<file path="config.mk">
export PLATFORM = sky130hd
export DESIGN_NAME = pause_tx_sched
export DESIGN_NICKNAME = d
export VERILOG_FILES = /design/src/rtl/pause_sched_pkg.sv /design/src/rtl/slot_tick_gen.sv /design/src/rtl/pause_countdown.sv /design/src/rtl/pause_req_ctrl.sv /design/src/rtl/pause_tx_sched.sv
export SDC_FILE = /design/constraint.sdc
export NUM_CORES = 1
export LEC_CHECK = 0
export BUFFER_PORTS_ARGS = -buffer_cell sky130_fd_sc_hd__buf_2
export CAP_MARGIN = 20
export CELL_PAD_IN_SITES_DETAIL_PLACEMENT = 0
export CELL_PAD_IN_SITES_GLOBAL_PLACEMENT = 1
export CORE_ASPECT_RATIO = 0.7
export CORE_MARGIN = 3
export CORE_UTILIZATION = 33
export CTS_CLUSTER_DIAMETER = 200
export DETAILED_ROUTE_END_ITERATION = 7
export GPL_TIMING_DRIVEN = 0
export PLACE_DENSITY_LB_ADDON = 0.2
export SYNTH_ARGS = -nofsm -noshare
export SYNTH_HDL_FRONTEND = slang
export SYNTH_SLANG_ARGS = --single-unit
</file>
<file path="constraint.sdc">
create_clock -name clk -period 3.6 [get_ports clk]
set_input_delay 0.36 -clock clk [delete_from_list [all_inputs] [get_ports clk]]
set_output_delay 0.36 -clock clk [all_outputs]
set_load 0.05 [all_outputs]
</file>
<file path="src/rtl/pause_sched_pkg.sv">
package pause_sched_pkg;

  // Offset below the pause time at which the request level is re-checked
  function automatic logic [15:0] thresh_offset(input logic [1:0] sel);
    logic [15:0] off;
    case (sel)
      2'b00:   off = 16'd4;
      2'b01:   off = 16'd28;
      2'b10:   off = 16'd144;
      default: off = 16'd256;
    endcase
    return off;
  endfunction

endpackage

</file>
<file path="src/rtl/slot_tick_gen.sv">
module slot_tick_gen #(
  parameter int NIBS_PER_SLOT = 128
) (
  input  logic clk,
  input  logic rst,
  input  logic clr,
  input  logic run,
  input  logic nib_en,
  output logic tick
);
  localparam int CW = (NIBS_PER_SLOT > 1) ? $clog2(NIBS_PER_SLOT) : 1;
  localparam logic [CW-1:0] LAST = CW'(NIBS_PER_SLOT - 1);

  logic [CW-1:0] cnt;

  // one registered tick per NIBS_PER_SLOT nibble enables
  always_ff @(posedge clk) begin
    if (rst || clr) begin
      cnt  <= '0;
      tick <= 1'b0;
    end else begin
      tick <= 1'b0;
      if (run && nib_en) begin
        if (cnt == LAST) begin
          cnt  <= '0;
          tick <= 1'b1;
        end else begin
          cnt <= cnt + 1'b1;
        end
      end
    end
  end
endmodule

</file>
<file path="src/rtl/pause_countdown.sv">
module pause_countdown #(
  parameter int QW = 16
) (
  input  logic          clk,
  input  logic          rst,
  input  logic          load_en,
  input  logic [QW-1:0] load_val,
  input  logic          tick,
  input  logic [QW-1:0] thresh,
  output logic          idle,
  output logic          hit
);
  logic [QW-1:0] remain;
  logic [QW-1:0] next_remain;

  assign next_remain = remain - 1'b1;
  assign idle        = (remain == '0);

  // count down per slot; flag the step that lands on the threshold
  always_ff @(posedge clk) begin
    if (rst) begin
      remain <= '0;
      hit    <= 1'b0;
    end else begin
      hit <= 1'b0;
      if (load_en) begin
        remain <= load_val;
      end else if (tick && !idle) begin
        remain <= next_remain;
        hit    <= (next_remain == thresh);
      end
    end
  end
endmodule

</file>
<file path="src/rtl/pause_req_ctrl.sv">
module pause_req_ctrl #(
  parameter int QW = 16
) (
  input  logic          clk,
  input  logic          rst,
  input  logic          fc_req,
  input  logic          tx_en,
  input  logic          zq_dis,
  input  logic [QW-1:0] pause_time,
  input  logic          timer_idle,
  input  logic          timer_hit,
  input  logic          ack,
  output logic          req,
  output logic [QW-1:0] quanta,
  output logic          req_zero,
  output logic          take
);
  logic sent_nz;

  assign take = req & ack;

  always_ff @(posedge clk) begin
    if (rst) begin
      req      <= 1'b0;
      req_zero <= 1'b0;
      quanta   <= '0;
      sent_nz  <= 1'b0;
    end else if (req) begin
      // hold until acknowledged
      if (ack) begin
        req     <= 1'b0;
        sent_nz <= !req_zero;
      end
    end else if (tx_en && fc_req && timer_idle && !sent_nz) begin
      // first request of an episode
      req      <= 1'b1;
      req_zero <= 1'b0;
      quanta   <= pause_time;
    end else if (tx_en && fc_req && timer_hit) begin
      // renewal at threshold
      req      <= 1'b1;
      req_zero <= 1'b0;
      quanta   <= pause_time;
    end else if (tx_en && !fc_req && sent_nz && !zq_dis) begin
      // zero-quanta on release
      req      <= 1'b1;
      req_zero <= 1'b1;
      quanta   <= '0;
    end else if (!fc_req && (zq_dis || !tx_en)) begin
      // episode ends without a zero-quanta frame
      sent_nz <= 1'b0;
    end
  end
endmodule

</file>
<file path="src/rtl/pause_tx_sched.sv">
module pause_tx_sched #(
  parameter int QW            = 16,
  parameter int NIBS_PER_SLOT = 128
) (
  input  logic          clk,
  input  logic          rst,
  input  logic          nib_en,
  input  logic          fc_req,
  input  logic [QW-1:0] cfg_pause_time,
  input  logic [1:0]    cfg_thresh_sel,
  input  logic          cfg_zq_dis,
  input  logic          cfg_tx_fc_en,
  output logic          frm_req,
  input  logic          frm_ack,
  output logic [QW-1:0] frm_quanta
);
  import pause_sched_pkg::*;

  logic [QW-1:0] offset;
  logic [QW-1:0] thresh;
  logic          req_zero;
  logic          take;
  logic          load_en;
  logic [QW-1:0] load_val;
  logic          slot_tick;
  logic          timer_idle;
  logic          timer_hit;

  // threshold clamps at zero instead of wrapping
  assign offset   = QW'(thresh_offset(cfg_thresh_sel));
  assign thresh   = (cfg_pause_time > offset) ? (cfg_pause_time - offset) : '0;

  // load on non-zero acknowledge, clear on zero-quanta acknowledge
  assign load_en  = take;
  assign load_val = req_zero ? '0 : cfg_pause_time;

  slot_tick_gen #(.NIBS_PER_SLOT(NIBS_PER_SLOT)) u_slot (
    .clk    (clk),
    .rst    (rst),
    .clr    (load_en),
    .run    (!timer_idle),
    .nib_en (nib_en),
    .tick   (slot_tick)
  );

  pause_countdown #(.QW(QW)) u_timer (
    .clk      (clk),
    .rst      (rst),
    .load_en  (load_en),
    .load_val (load_val),
    .tick     (slot_tick),
    .thresh   (thresh),
    .idle     (timer_idle),
    .hit      (timer_hit)
  );

  pause_req_ctrl #(.QW(QW)) u_ctrl (
    .clk        (clk),
    .rst        (rst),
    .fc_req     (fc_req),
    .tx_en      (cfg_tx_fc_en),
    .zq_dis     (cfg_zq_dis),
    .pause_time (cfg_pause_time),
    .timer_idle (timer_idle),
    .timer_hit  (timer_hit),
    .ack        (frm_ack),
    .req        (frm_req),
    .quanta     (frm_quanta),
    .req_zero   (req_zero),
    .take       (take)
  );
endmodule

</file>
* Word-level counts from Yosys, hierarchy flattened
Index checks and enable logic that the tools add are counted.
Widths: inputs -> output; s select.
** Storage, ports and cells
- ROM bits :: 0
- Register bits :: 44
- Memories :: 0
- Latch bits :: 0
- Bits in writable memories :: 0
** Operators by class
- Multiply operators :: 0
- Shifts and indexed selects :: 0
- Reductions and logical operators :: 27
- $add $sub $neg :: 3
- Divide/modulo/power cells :: 0
- Equality and inequality tests :: 8
- Muxes and demuxes :: 24
- Bitwise logic cells :: 4
- Order comparisons :: 1
** Operators with widths (number)
- $mux 16 :: 7
- $pmux 9 s3 :: 1
- $eq 16x16->1 :: 1
- $gt 16x16->1 :: 1
- $logic_not 16->1 :: 1
- $sub 16x1->16 const B :: 1
- $sub 16x16->16 :: 1
- $mux 1 :: 15
- $logic_and 1x1->1 :: 10
- $add 7x1->7 const B :: 1
- $eq 7x7->1 const B :: 1
- $mux 7 :: 1
- $logic_not 1->1 :: 6
- $ne 2x1->1 const B :: 3
- $reduce_and 5->1 :: 1
- $reduce_bool 2->1 :: 2
- $not 1->1 :: 3
- $reduce_bool 3->1 :: 1
- $reduce_or 3->1 :: 1
- $eq 2x1->1 const B :: 1
- $eq 2x2->1 const B :: 1
- $logic_not 2->1 :: 1
- $logic_or 1x1->1 :: 2
- $ne 2x2->1 const B :: 1
- 3 further kinds :: 3

* Logic depth before layout (Yosys ltp)
Gate-level depths: netlist (run 1).
- Word-level depth :: 8
- Gate-level depth with buffers :: 15

* Modules after synthesis
From an unflattened synthesis (run 1), not the netlist that was laid out.
** Second synthesis, totals
- Cells, all modules :: 432
- Area total of the unflattened synthesis :: 3462.1 um^2
** Modules (own cells, without submodules)
- pause_countdown :: times used 1, sequential area each 340.3 um^2, cells each 187, area an instance 1442.6 um^2
- pause_req_ctrl :: times used 1, sequential area each 380.4 um^2, cells each 97, area an instance 977.2 um^2
- pause_tx_sched :: times used 1, sequential area each 0.0 um^2, cells each 105, area an instance 675.6 um^2
- slot_tick_gen :: times used 1, sequential area each 160.2 um^2, cells each 43, area an instance 366.6 um^2

* Worst setup path before layout (run 1)
Ideal clock, no wire load.
- Kind :: in2reg
- From :: input cfg_thresh_sel[1]
- To :: register u_timer.hit
- Setup time :: 0.060 ns
- Buffers on the path :: 1
- Slack :: 0.571 ns
- Cell stages on the path :: 15
- Data arrival time :: 2.969 ns
- Required time :: 3.540 ns
- Cells stage by stage :: inv_1 -> ha_1 -> nor2_1 -> nor2_1 -> ha_1 -> inv_1 -> fa_1 -> a21oi_1 -> a2111oi_4 -> o21ai_1 -> buf_2 -> nor4_1 -> a21oi_1 -> a2111oi_1 -> o2111a_1
** On the way
- Longest elaborated chain between the ends :: 5
- Elaborated cells on any way between the ends :: 8
- Classes of those cells :: add/sub (1); order compare (1); eq/ne (3); mux (2); reduce/logical (1)
** RTL lines
- from (decl) :: RTL line pause_tx_sched.sv:10 : input logic [1:0] cfg_thresh_sel,
- $eq 2x2->1 (tied with other cells) :: RTL line pause_sched_pkg.sv:6 : case (sel)
- $pmux 9 s3 * :: RTL line pause_sched_pkg.sv:6
- $sub 16x16->16 or $gt 16x16->1 (tied branches) :: RTL line pause_tx_sched.sv:31 : assign thresh = (cfg_pause_time > offset) ? (cfg_pause_time - offset) : '0;
- $mux 16 * :: RTL line pause_tx_sched.sv:31
- $eq 16x16->1 * :: RTL line pause_countdown.sv:30 : hit <= (next_remain == thresh);
- to (signal assigned) :: RTL line pause_countdown.sv:30
- to (decl) :: RTL line pause_countdown.sv:11 : output logic hit
Every way passes the cells marked *; elsewhere a longest branch is shown, timed or not.
A chain may end at the register's enable or synchronous reset.

* Final worst setup path (run 1)
Ends and elaborated chain as after synthesis.

==> results of run 1 <==
## layout by cell type (no fill, tap or decap), types with 3 or more instances in the layout
cell type	netlist	layout
a211oi_1	14	14
a21o_1	3	3
a21oi_1	25	24
a22o_1	16	16
and2_1	4	4
and3_1	7	7
buf_2	6	45
buf_4	1	3
clkbuf_1	15	15
clkbuf_16	0	5
dfxtp_1	44	44
ha_1	12	12
inv_1	15	15
nand2_1	24	24
nand2b_1	3	3
nand3_1	19	19
nand4_1	6	6
nor2_1	48	48
nor2b_1	3	3
nor3_1	10	10
nor4_1	10	10
nor4_2	3	3
o211ai_1	3	3
o21a_1	7	7
o21ai_0	5	5
or4_1	3	3
xnor2_1	21	21
xor2_1	25	25
## routing by layer
layer	wire [um]	track usage, %	share of wire (%)
met5	0	0	0
met4	68	3.28	0.68
met3	445	2.23	4.5
met2	4100	25.7	41
met1	5370	28.2	54
## power breakdown
group	switching (uW)	total, uW	internal, uW
clock	196	543	348
combinational	540	852	312
sequential	30.6	560	529
## logic make-up after synthesis
logic type	count (synthesis)	synth area share, %
buf+inv	38	5.00
compound gates	101	23.2
simple gates	157	26.1
fa+ha+maj	13	5.27
xor+xnor	47	13.2
flops	44	27.3
## through the flow
stage / total power [uW] / instances / setup WS, ns
finish: 1960 / 573 / 0.268
global route: 2080 / 573 / -0.0129
CTS: 1960 / 571 / 0.0429
detailed placement: 1410 / 563 / -0.350
global placement: 1400 / 563 / -0.371
floorplan: 1200 / 400 / 0.571
## synth_stat cells (3+ instances only)
| cell | instances | area share (%) |
|---|---|---|
| a211oi_1 | 14 | 3.3 |
| a21o_1 | 3 | 0.70 |
| a21oi_1 | 25 | 3.9 |
| a22o_1 | 16 | 4.3 |
| and2_1 | 4 | 0.77 |
| and3_1 | 7 | 1.4 |
| buf_2 | 6 | 0.93 |
| clkbuf_1 | 15 | 1.7 |
| dfxtp_1 | 44 | 27 |
| ha_1 | 12 | 4.6 |
| inv_1 | 15 | 1.7 |
| nand2_1 | 24 | 2.8 |
| nand2b_1 | 3 | 0.58 |
| nand3_1 | 19 | 2.9 |
| nand4_1 | 6 | 1.2 |
| nor2_1 | 48 | 5.6 |
| nor2b_1 | 3 | 0.58 |
| nor3_1 | 10 | 1.5 |
| nor4_1 | 10 | 1.9 |
| nor4_2 | 3 | 1.2 |
| o2111a_1 | 3 | 1.0 |
| o211ai_1 | 3 | 0.70 |
| o21a_1 | 7 | 1.6 |
| o21ai_0 | 5 | 0.77 |
| or4_1 | 3 | 0.70 |
| xnor2_1 | 21 | 5.7 |
| xor2_1 | 25 | 6.8 |
## layout make-up
cell class	instances	area (um2)	area share (%)
plain buffers	23	105	2.77
clock buffers	6	139	3.66
clock inverters	2	38.8	1.02
inverters	15	56.3	1.48
multi-input cells	318	2210	58.2
flip-flops and latches	44	881	23.2
well taps	124	155	4.09
repair buffers	41	210	5.54
## path summary, 6_finish.rpt
path                                   end  depth (start not counted)  slack (ns)
max                 u_timer.hit$_SDFF_PP0_                         16        0.27
min          u_ctrl.quanta[2]$_SDFFE_PP0P_                          2        0.35
max reg2reg         u_timer.hit$_SDFF_PP0_                         10        0.49
min reg2reg  u_ctrl.quanta[8]$_SDFFE_PP0P_                          1        0.47
## timing repair
action | 4_1_cts | 5_1_grt
resized for setup | 1 | 4
buffers inserted | 0 | 2
hold endpoints to repair | 0 | 0
setup endpoints to repair | 1 | 6
pin swaps | 0 | 1
## sequential cells by signal, indices dropped and copies added (netlist names)
name,cells
u_timer.remain,16
u_slot.tick,1
u_ctrl.req_zero,1
u_ctrl.req,1
u_ctrl.sent_nz,1
u_ctrl.quanta,16
u_slot.cnt,7
u_timer.hit,1
==> impl_metrics.csv, run 1 <==
group,metric,value,unit
outcome,outcome,"complete, no violations",
drt,firstDrtPassIters,5,
floorplan,dieArea,11000,um2
critical_path,critical-path-max-stage-delay,0.45,ns
critical_path,slowest_stage,"a2111oi_4",
synthesis,synthCells,400,
cts,htreeDepth,2,
cts,root_buffer,"clkbuf_16",
synthesis,synthArstFlopShare,0,%
placement,globalplace.congestion,0.840,
drt,drt-total-wl,9980,um
placement,port_buffers,39,
cts,cts_tree,"yes",
worst_hold_path,hold_start,"cfg_pause_time[2]",
sta,relSlewSlack,52.9,%
critical_path,critPathCaptureType,"flop",
power,peakVddDrop,0.000250,V
floorplan,die_width,124,um
floorplan,start_util,34.8,%
global_route,grt_max_degree,15,
drt,drc,0,
synthesis,yosysWarnings,0,
critical_path,crit_fanout,10,
cts,path_clk_slew,0.06,ns
floorplan,die-height,88.8,um
synthesis,synth_nets,438,
floorplan,core.rowCount,29,
power,leakage,0.00156,uW
critical_path,crit_arrival,3.55,ns
placement,place_area,3580,um2
critical_path,cpLargestDelayFamily,"compound AO/OA/AOI/OAI gates",
cts,cts_inserted_buffers,5,
cells_and_area,final_area,3800,um2
drt,ant_nets,0,
synthesis,yosysUniqueCellTypes,62,
sta,min_period,3.33,ns
sta,final.setup.tns,0,ns
global_route,grt_pass1_wl,15400,um
sta,fmax,0.300,GHz
run,cap_violations,0,
critical_path,worstPathRequired,3.81,ns
synthesis,ys_ff_latch,44,
critical_path,setup.worst_path.start,"cfg_thresh_sel[1]",
drt,wl_per_cell,17.4,um
floorplan,core,9290,um2
power,powerDensity,515,nW/um2
sta,fin_skew,0.00274,ns
cells_and_area,final_util,40.9,%
sta,holdWs,0.346,ns
critical_path,cp-start-kind,"input pin",
sta,hold_viol,0,
sta,finalMaxSlewViolations,0,
synthesis,synth_top_flop_cell,"dfxtp_1",
critical_path,path_cells,"buf_2 > inv_1 > ha_1 > nor2_1 > nor2_1 > ha_1 > inv_1 > fa_1 > a21oi_4 > a2111oi_4 > o21ai_1 > buf_2 > nor4_1 > a21oi_1 > a2111oi_2 > o2111a_2",
cts,clk-insertion-delay-late,0.29,ns
floorplan,io_pins,42,
worst_hold_path,hold_path.class,"input pin to flop",
global_route,grtUsageTotal,17.8,%
sta,worst_pin_slew,0.701,ns
critical_path,r2r_start,"u_timer.remain[0]$_SDFFE_PP0P_",
synthesis,netlist_area,3230,um2
global_route,antenna_found_initial,0,
cells_and_area,n_antenna_cell,0,
sta,finalCritPeriodShare,92.6,%
cts,cts.sinks,44,
cells_and_area,drive_gt1_share,15.8,%
cts,holdBufCountCts,0,
sta,setup_viol_count_final,0,
drt,drtIter0Drc,194,
cts,clockBufferDepth,2,
critical_path,worstSetupPathType,"input pin to flop",
synthesis,avgSynthCellArea,8.08,um2
placement,dp_hpwl,7730,um
critical_path,crit_buf_inv,4,
global_route,grt_pass1_vias,2744,
cells_and_area,syn_to_final_growth,17.5,%
cells_and_area,fin_nets,486,
synthesis,yosysSeqAreaShare,27.3,%
synthesis,synth_edf_count,0,
drt,viasPerCell,5.49,
cells_and_area,nFillCells,1001,
drt,vias,3144,
global_route,overflow,0,
(Power assumes the default switching activity.)
==> run 2: changes to the inputs <==
- clock period: 3.6 -> 4.3 ns (I/O delays scaled with it)
==> run 2 against run 1 <==
Net effect:
- core utilization fell by 0.40 points
- register-to-register slack improved by 0.47 ns
- power shrank 17%
- global-route usage is essentially flat
- sequential power down 16%
- clock power fell by 17%
- first-iteration DRC count increased by 34%
- critical path type unchanged
- wire length shrank 0.90%
- cell area fell by 0.99%
- worst setup slack better by 0.25 ns
- final cell count down 0.35%
- critical path depth down 1
==> impl_metrics.csv, run 2 (synthesis gave the netlist of run 1 again) <==
group,metric,value,unit
outcome,outcome,"complete, no violations",
floorplan,start_util,34.8,%
placement,globalplace.congestion,0.840,
drt,ant_nets,0,
sta,fin_skew,0.00267,ns
sta,rsz0062_at_grt,"no",
cells_and_area,multi_input_area,2190,um2
cells_and_area,final_cell_mix,"48 x nor2_1, 45 x buf_2, 44 x dfxtp_1",
global_route,grt_util_met2,25.7,%
cts,clk-insertion-delay-late,0.28,ns
power,leakage,0.00155,uW
placement,dp_hpwl,7730,um
global_route,grt_most_used_layer,"met1",
global_route,antenna_found_initial,0,
floorplan,die_width,124,um
sta,setup_viol_count_final,0,
cells_and_area,seq_area,881,um2
cts,htreeDepth,2,
global_route,met1_usage,28.2,%
drt,vias,3128,
cts,cts_inserted_buffers,5,
cts,post_cts_buffers,0,
cells_and_area,n_antenna_cell,0,
power,p_total,1630,uW
sta,hold_viol,0,
critical_path,crit_fanout,10,
sta,finalMaxSlewViolations,0,
critical_path,cpLargestDelayFamily,"compound AO/OA/AOI/OAI gates",
floorplan,io_pins,42,
cells_and_area,final_common_cell,"nor2_1",
cts,clockBufferDepth,2,
drt,firstDrtPassIters,4,
critical_path,critical-path-max-stage-delay,0.49,ns
floorplan,die-height,88.8,um
sta,holdWs,0.418,ns
sta,min_period,3.78,ns
sta,relSlewSlack,47.3,%
critical_path,path_cells,"buf_2 > inv_1 > ha_1 > nor2_1 > nor2_1 > ha_1 > inv_1 > fa_1 > a21oi_1 > a2111oi_4 > o21ai_1 > buf_2 > o21ai_0 > a2111oi_1 > o2111a_1",
cells_and_area,syn_to_final_growth,16.3,%
floorplan,core.rowCount,29,
global_route,grt_pass1_vias,2745,
cts,cts_tree,"yes",
global_route,grt_pass1_wl,15300,um
global_route,met3_usage,2.23,%
power,powerDensity,433,nW/um2
sta,final.setup.tns,0,ns
cts,path_clk_slew,0.06,ns
placement,place_worst_setup_slack,0.280,ns
critical_path,crit_buf_inv,4,
global_route,overflow,0,
critical_path,worstPathRequired,4.50,ns
drt,drtIter0Drc,260,
sta,finalCritPeriodShare,88.0,%
cells_and_area,drive_gt1_share,14.5,%
sta,fmax,0.264,GHz
drt,drc,0,
cells_and_area,largestRegisters,"u_ctrl.quanta x16, u_timer.remain x16, u_slot.cnt x7",
drt,wl_per_cell,17.3,um
sta,setup_ws,0.515,ns
run,cap_violations,0,
cells_and_area,fin_nets,484,
power,peakVddDrop,0.000209,V
critical_path,critPathCaptureType,"flop",
cts,holdBufCountCts,0,
cells_and_area,nFillCells,1008,
floorplan,core,9290,um2
cts,root_buffer,"clkbuf_16",
cells_and_area,final_area,3760,um2
critical_path,slowest_stage,"a21oi_1",
drt,viasPerCell,5.48,
placement,port_buffers,39,
cts,cts.sinks,44,
drt,drt-total-wl,9890,um
placement,place_area,3580,um2
global_route,grtUsageTotal,17.8,%
cts,post_cts_resize_count,0,
sta,worst_pin_slew,0.788,ns
critical_path,crit_arrival,3.98,ns
worst_hold_path,hold_path.class,"input pin to flop",
critical_path,worstSetupPathType,"input pin to flop",
floorplan,dieArea,11000,um2
critical_path,cp-start-kind,"input pin",
global_route,grt_max_degree,15,
[run 2: changes by cell type in the layout (fill, tap and decap cells not counted), sizes merged]
cell / change
buf: -2
[run 2: worst register-to-register path, stage by stage, from the launching register on]
cell       delay (ns)
dfxtp_1          0.45
inv_1            0.12
ha_1             0.26
nor3b_1          0.23
nand4_1          0.28
and2_1           0.17
clkbuf_1         0.23
clkbuf_1         0.49
nand2_1          0.21
a2111oi_1        0.45
o2111a_1         0.37
[run 2: path summary, 6_finish.rpt]
check / startpoint / to / slack [ns] / depth (start not counted)
worst max register to register: u_timer.remain[0]$_SDFFE_PP0P_ / u_timer.hit$_SDFF_PP0_ / 0.96 / 10
worst min register to register: u_ctrl.quanta[8]$_SDFFE_PP0P_ / u_ctrl.quanta[8]$_SDFFE_PP0P_ / 0.47 / 1
worst min-delay path: cfg_pause_time[2] / u_ctrl.quanta[2]$_SDFFE_PP0P_ / 0.42 / 2
worst max-delay path: cfg_thresh_sel[1] / u_timer.hit$_SDFF_PP0_ / 0.52 / 15
[run 2: power breakdown]
part           internal, uW  switching, uW  total (uW)
registers               443           25.5         469
clock network           291            162         453
logic                   258            448         706
[run 2: per-stage QoR]
stage | utilization (%) | cells
final | 40.5 | 571
after global routing | 40.5 | 571
after CTS | 40.5 | 571
after detailed placement | 38.6 | 563
after global placement | 38.6 | 563
after floorplan | - | 400
[run 2: layout make-up]
type	instances	area share (%)
flip-flops and latches	44	23.4
inverters	15	1.50
clock inverters	2	1.03
multi-input cells	318	58.2
repair buffers	39	5.19
clock buffers	6	3.70
well taps	124	4.13
plain buffers	23	2.80
[run 2: per-layer routing]
metal | part of all wire, % | routed length, um
met1 | 53 | 5220
met2 | 41 | 4030
met3 | 5.8 | 572
met4 | 0.69 | 68
met5 | 0 | 0
==> run 3: changes to the inputs <==
- CTS_BUF_LIST: not set -> sky130_fd_sc_hd__clkbuf_8
- REMOVE_ABC_BUFFERS: not set -> 1
==> run 3 against run 2 <==
Net effect:
- hold slack worse by 0.016 ns
- fmax is 2.0% lower
- count of clock-buffer cells in the layout shrank 1
==> impl_metrics.csv, run 3 (synthesis gave the netlist of run 1 again) <==
group,metric,value,unit
outcome,outcome,"complete, no violations",
sta,finalCritPeriodShare,89.8,%
power,leakage,0.00147,uW
cts,cts_inserted_buffers,5,
critical_path,cpLargestDelayFamily,"compound AO/OA/AOI/OAI gates",
global_route,overflow,0,
global_route,grt_util_met2,24.5,%
cts,post_cts_buffers,0,
floorplan,io_pins,42,
floorplan,die-height,88.8,um
sta,hold_viol,0,
cells_and_area,largestRegisters,"u_ctrl.quanta x16, u_timer.remain x16, u_slot.cnt x7",
critical_path,worstPathRequired,4.55,ns
drt,drt-total-wl,9220,um
global_route,antenna_found_initial,0,
drt,drtIter0Drc,212,
cells_and_area,syn_to_final_growth,12.0,%
cells_and_area,nFillCells,1007,
cts,cts.sinks,44,
cells_and_area,final_util,38.9,%
sta,relSlewSlack,35.7,%
sta,rsz0062_at_grt,"no",
cells_and_area,final_cell_mix,"48 x nor2_1, 44 x dfxtp_1, 41 x buf_2",
drt,firstDrtPassIters,5,
critical_path,cp-start-kind,"input pin",
global_route,grt_max_degree,27,
cells_and_area,n_antenna_cell,0,
cts,path_clk_slew,0.09,ns
cts,clockBufferDepth,2,
sta,fin_skew,0.0111,ns
floorplan,start_util,34.8,%
cells_and_area,drive_gt1_share,14.1,%
worst_hold_path,hold_path.class,"input pin to flop",
sta,finalMaxSlewViolations,0,
drt,drc,0,
run,cap_violations,0,
global_route,met1_usage,25.7,%
global_route,grt_most_used_layer,"met1",
cts,clk-insertion-delay-late,0.31,ns
critical_path,slowest_stage,"o21ai_1",
drt,vias,3013,
global_route,grt_pass1_vias,2738,
critical_path,crit_arrival,4.11,ns
drt,ant_nets,0,
sta,worst_pin_slew,0.958,ns
global_route,grtUsageTotal,16.8,%
cells_and_area,seq_area,881,um2
placement,port_buffers,41,
critical_path,path_cells,"buf_2 > inv_1 > ha_1 > nor2_1 > nor2_1 > ha_1 > inv_1 > fa_1 > a21oi_1 > a2111oi_4 > o21ai_1 > o211a_1 > o32ai_1 > a2111oi_1 > o2111a_1",
placement,dp_hpwl,7010,um
cts,cts_tree,"yes",
sta,final.setup.tns,0,ns
sta,setup_viol_count_final,0,
cts,htreeDepth,2,
drt,wl_per_cell,16.7,um
power,powerDensity,411,nW/um2
global_route,met3_usage,3.26,%
drt,viasPerCell,5.47,
cts,holdBufCountCts,0,
global_route,grt_pass1_wl,14900,um
cells_and_area,fin_nets,464,
cells_and_area,final_common_cell,"nor2_1",
critical_path,critPathCaptureType,"flop",
floorplan,die_width,124,um
cts,root_buffer,"clkbuf_8",
sta,fmax,0.259,GHz
cts,post_cts_resize_count,0,
critical_path,crit_buf_inv,3,
floorplan,dieArea,11000,um2
floorplan,core,9290,um2
sta,min_period,3.86,ns
critical_path,worstSetupPathType,"input pin to flop",
power,peakVddDrop,0.000184,V
critical_path,crit_fanout,13,
critical_path,critical-path-max-stage-delay,0.75,ns
placement,globalplace.congestion,0.846,
cells_and_area,multi_input_area,2200,um2
floorplan,core.rowCount,29,
-- run 3: worst paths after layout --
path,from,endpoint,cells after the start,slack [ns]
worst min register to register,u_slot.cnt[6]$_SDFFE_PP0P_,u_slot.tick$_SDFF_PP0_,2,0.48
worst min-delay path,cfg_pause_time[2],u_ctrl.quanta[2]$_SDFFE_PP0P_,2,0.40
worst max register to register,u_timer.remain[0]$_SDFFE_PP0P_,u_ctrl.quanta[8]$_SDFFE_PP0P_,8,0.95
worst max-delay path,cfg_thresh_sel[1],u_timer.hit$_SDFF_PP0_,15,0.44
-- run 3: power by group --
part / switching, uW / internal [uW]
sequential: 39.8 / 443
combinational: 412 / 252
clock: 165 / 175
-- run 3: layout make-up --
cell class                      instances  share of cell area, %
Clock buffer                            5                   1.90
Clock inverter                          3                   1.28
Inverter                               15                   1.56
Tap cell                              124                   4.29
Timing Repair Buffer                   42                   5.88
Sequential cell                        44                   24.4
Multi-Input combinational cell        318                   60.7
-- run 3: per-layer routing --
metal  share of wire (%)  vias up
li1                    -     1521
met1                  55     1434
met2                  40       52
met3                 4.2        6
met4                0.91        0
met5                   0        -
-- run 3: metrics by stage --
stage	hold slack [ns]	setup slack (ns)	power, uW	instances	area (um2)
3_5_place_dp	0.451	0.106	1150	543	3500
3_3_place_gp	0.452	0.0874	1140	542	3490
6_report	0.402	0.439	1490	551	3620
2_1_floorplan	0.445	1.02	986	377	3130
4_1_cts	0.396	0.417	1500	551	3620
5_1_grt	0.403	0.0256	1590	551	3620
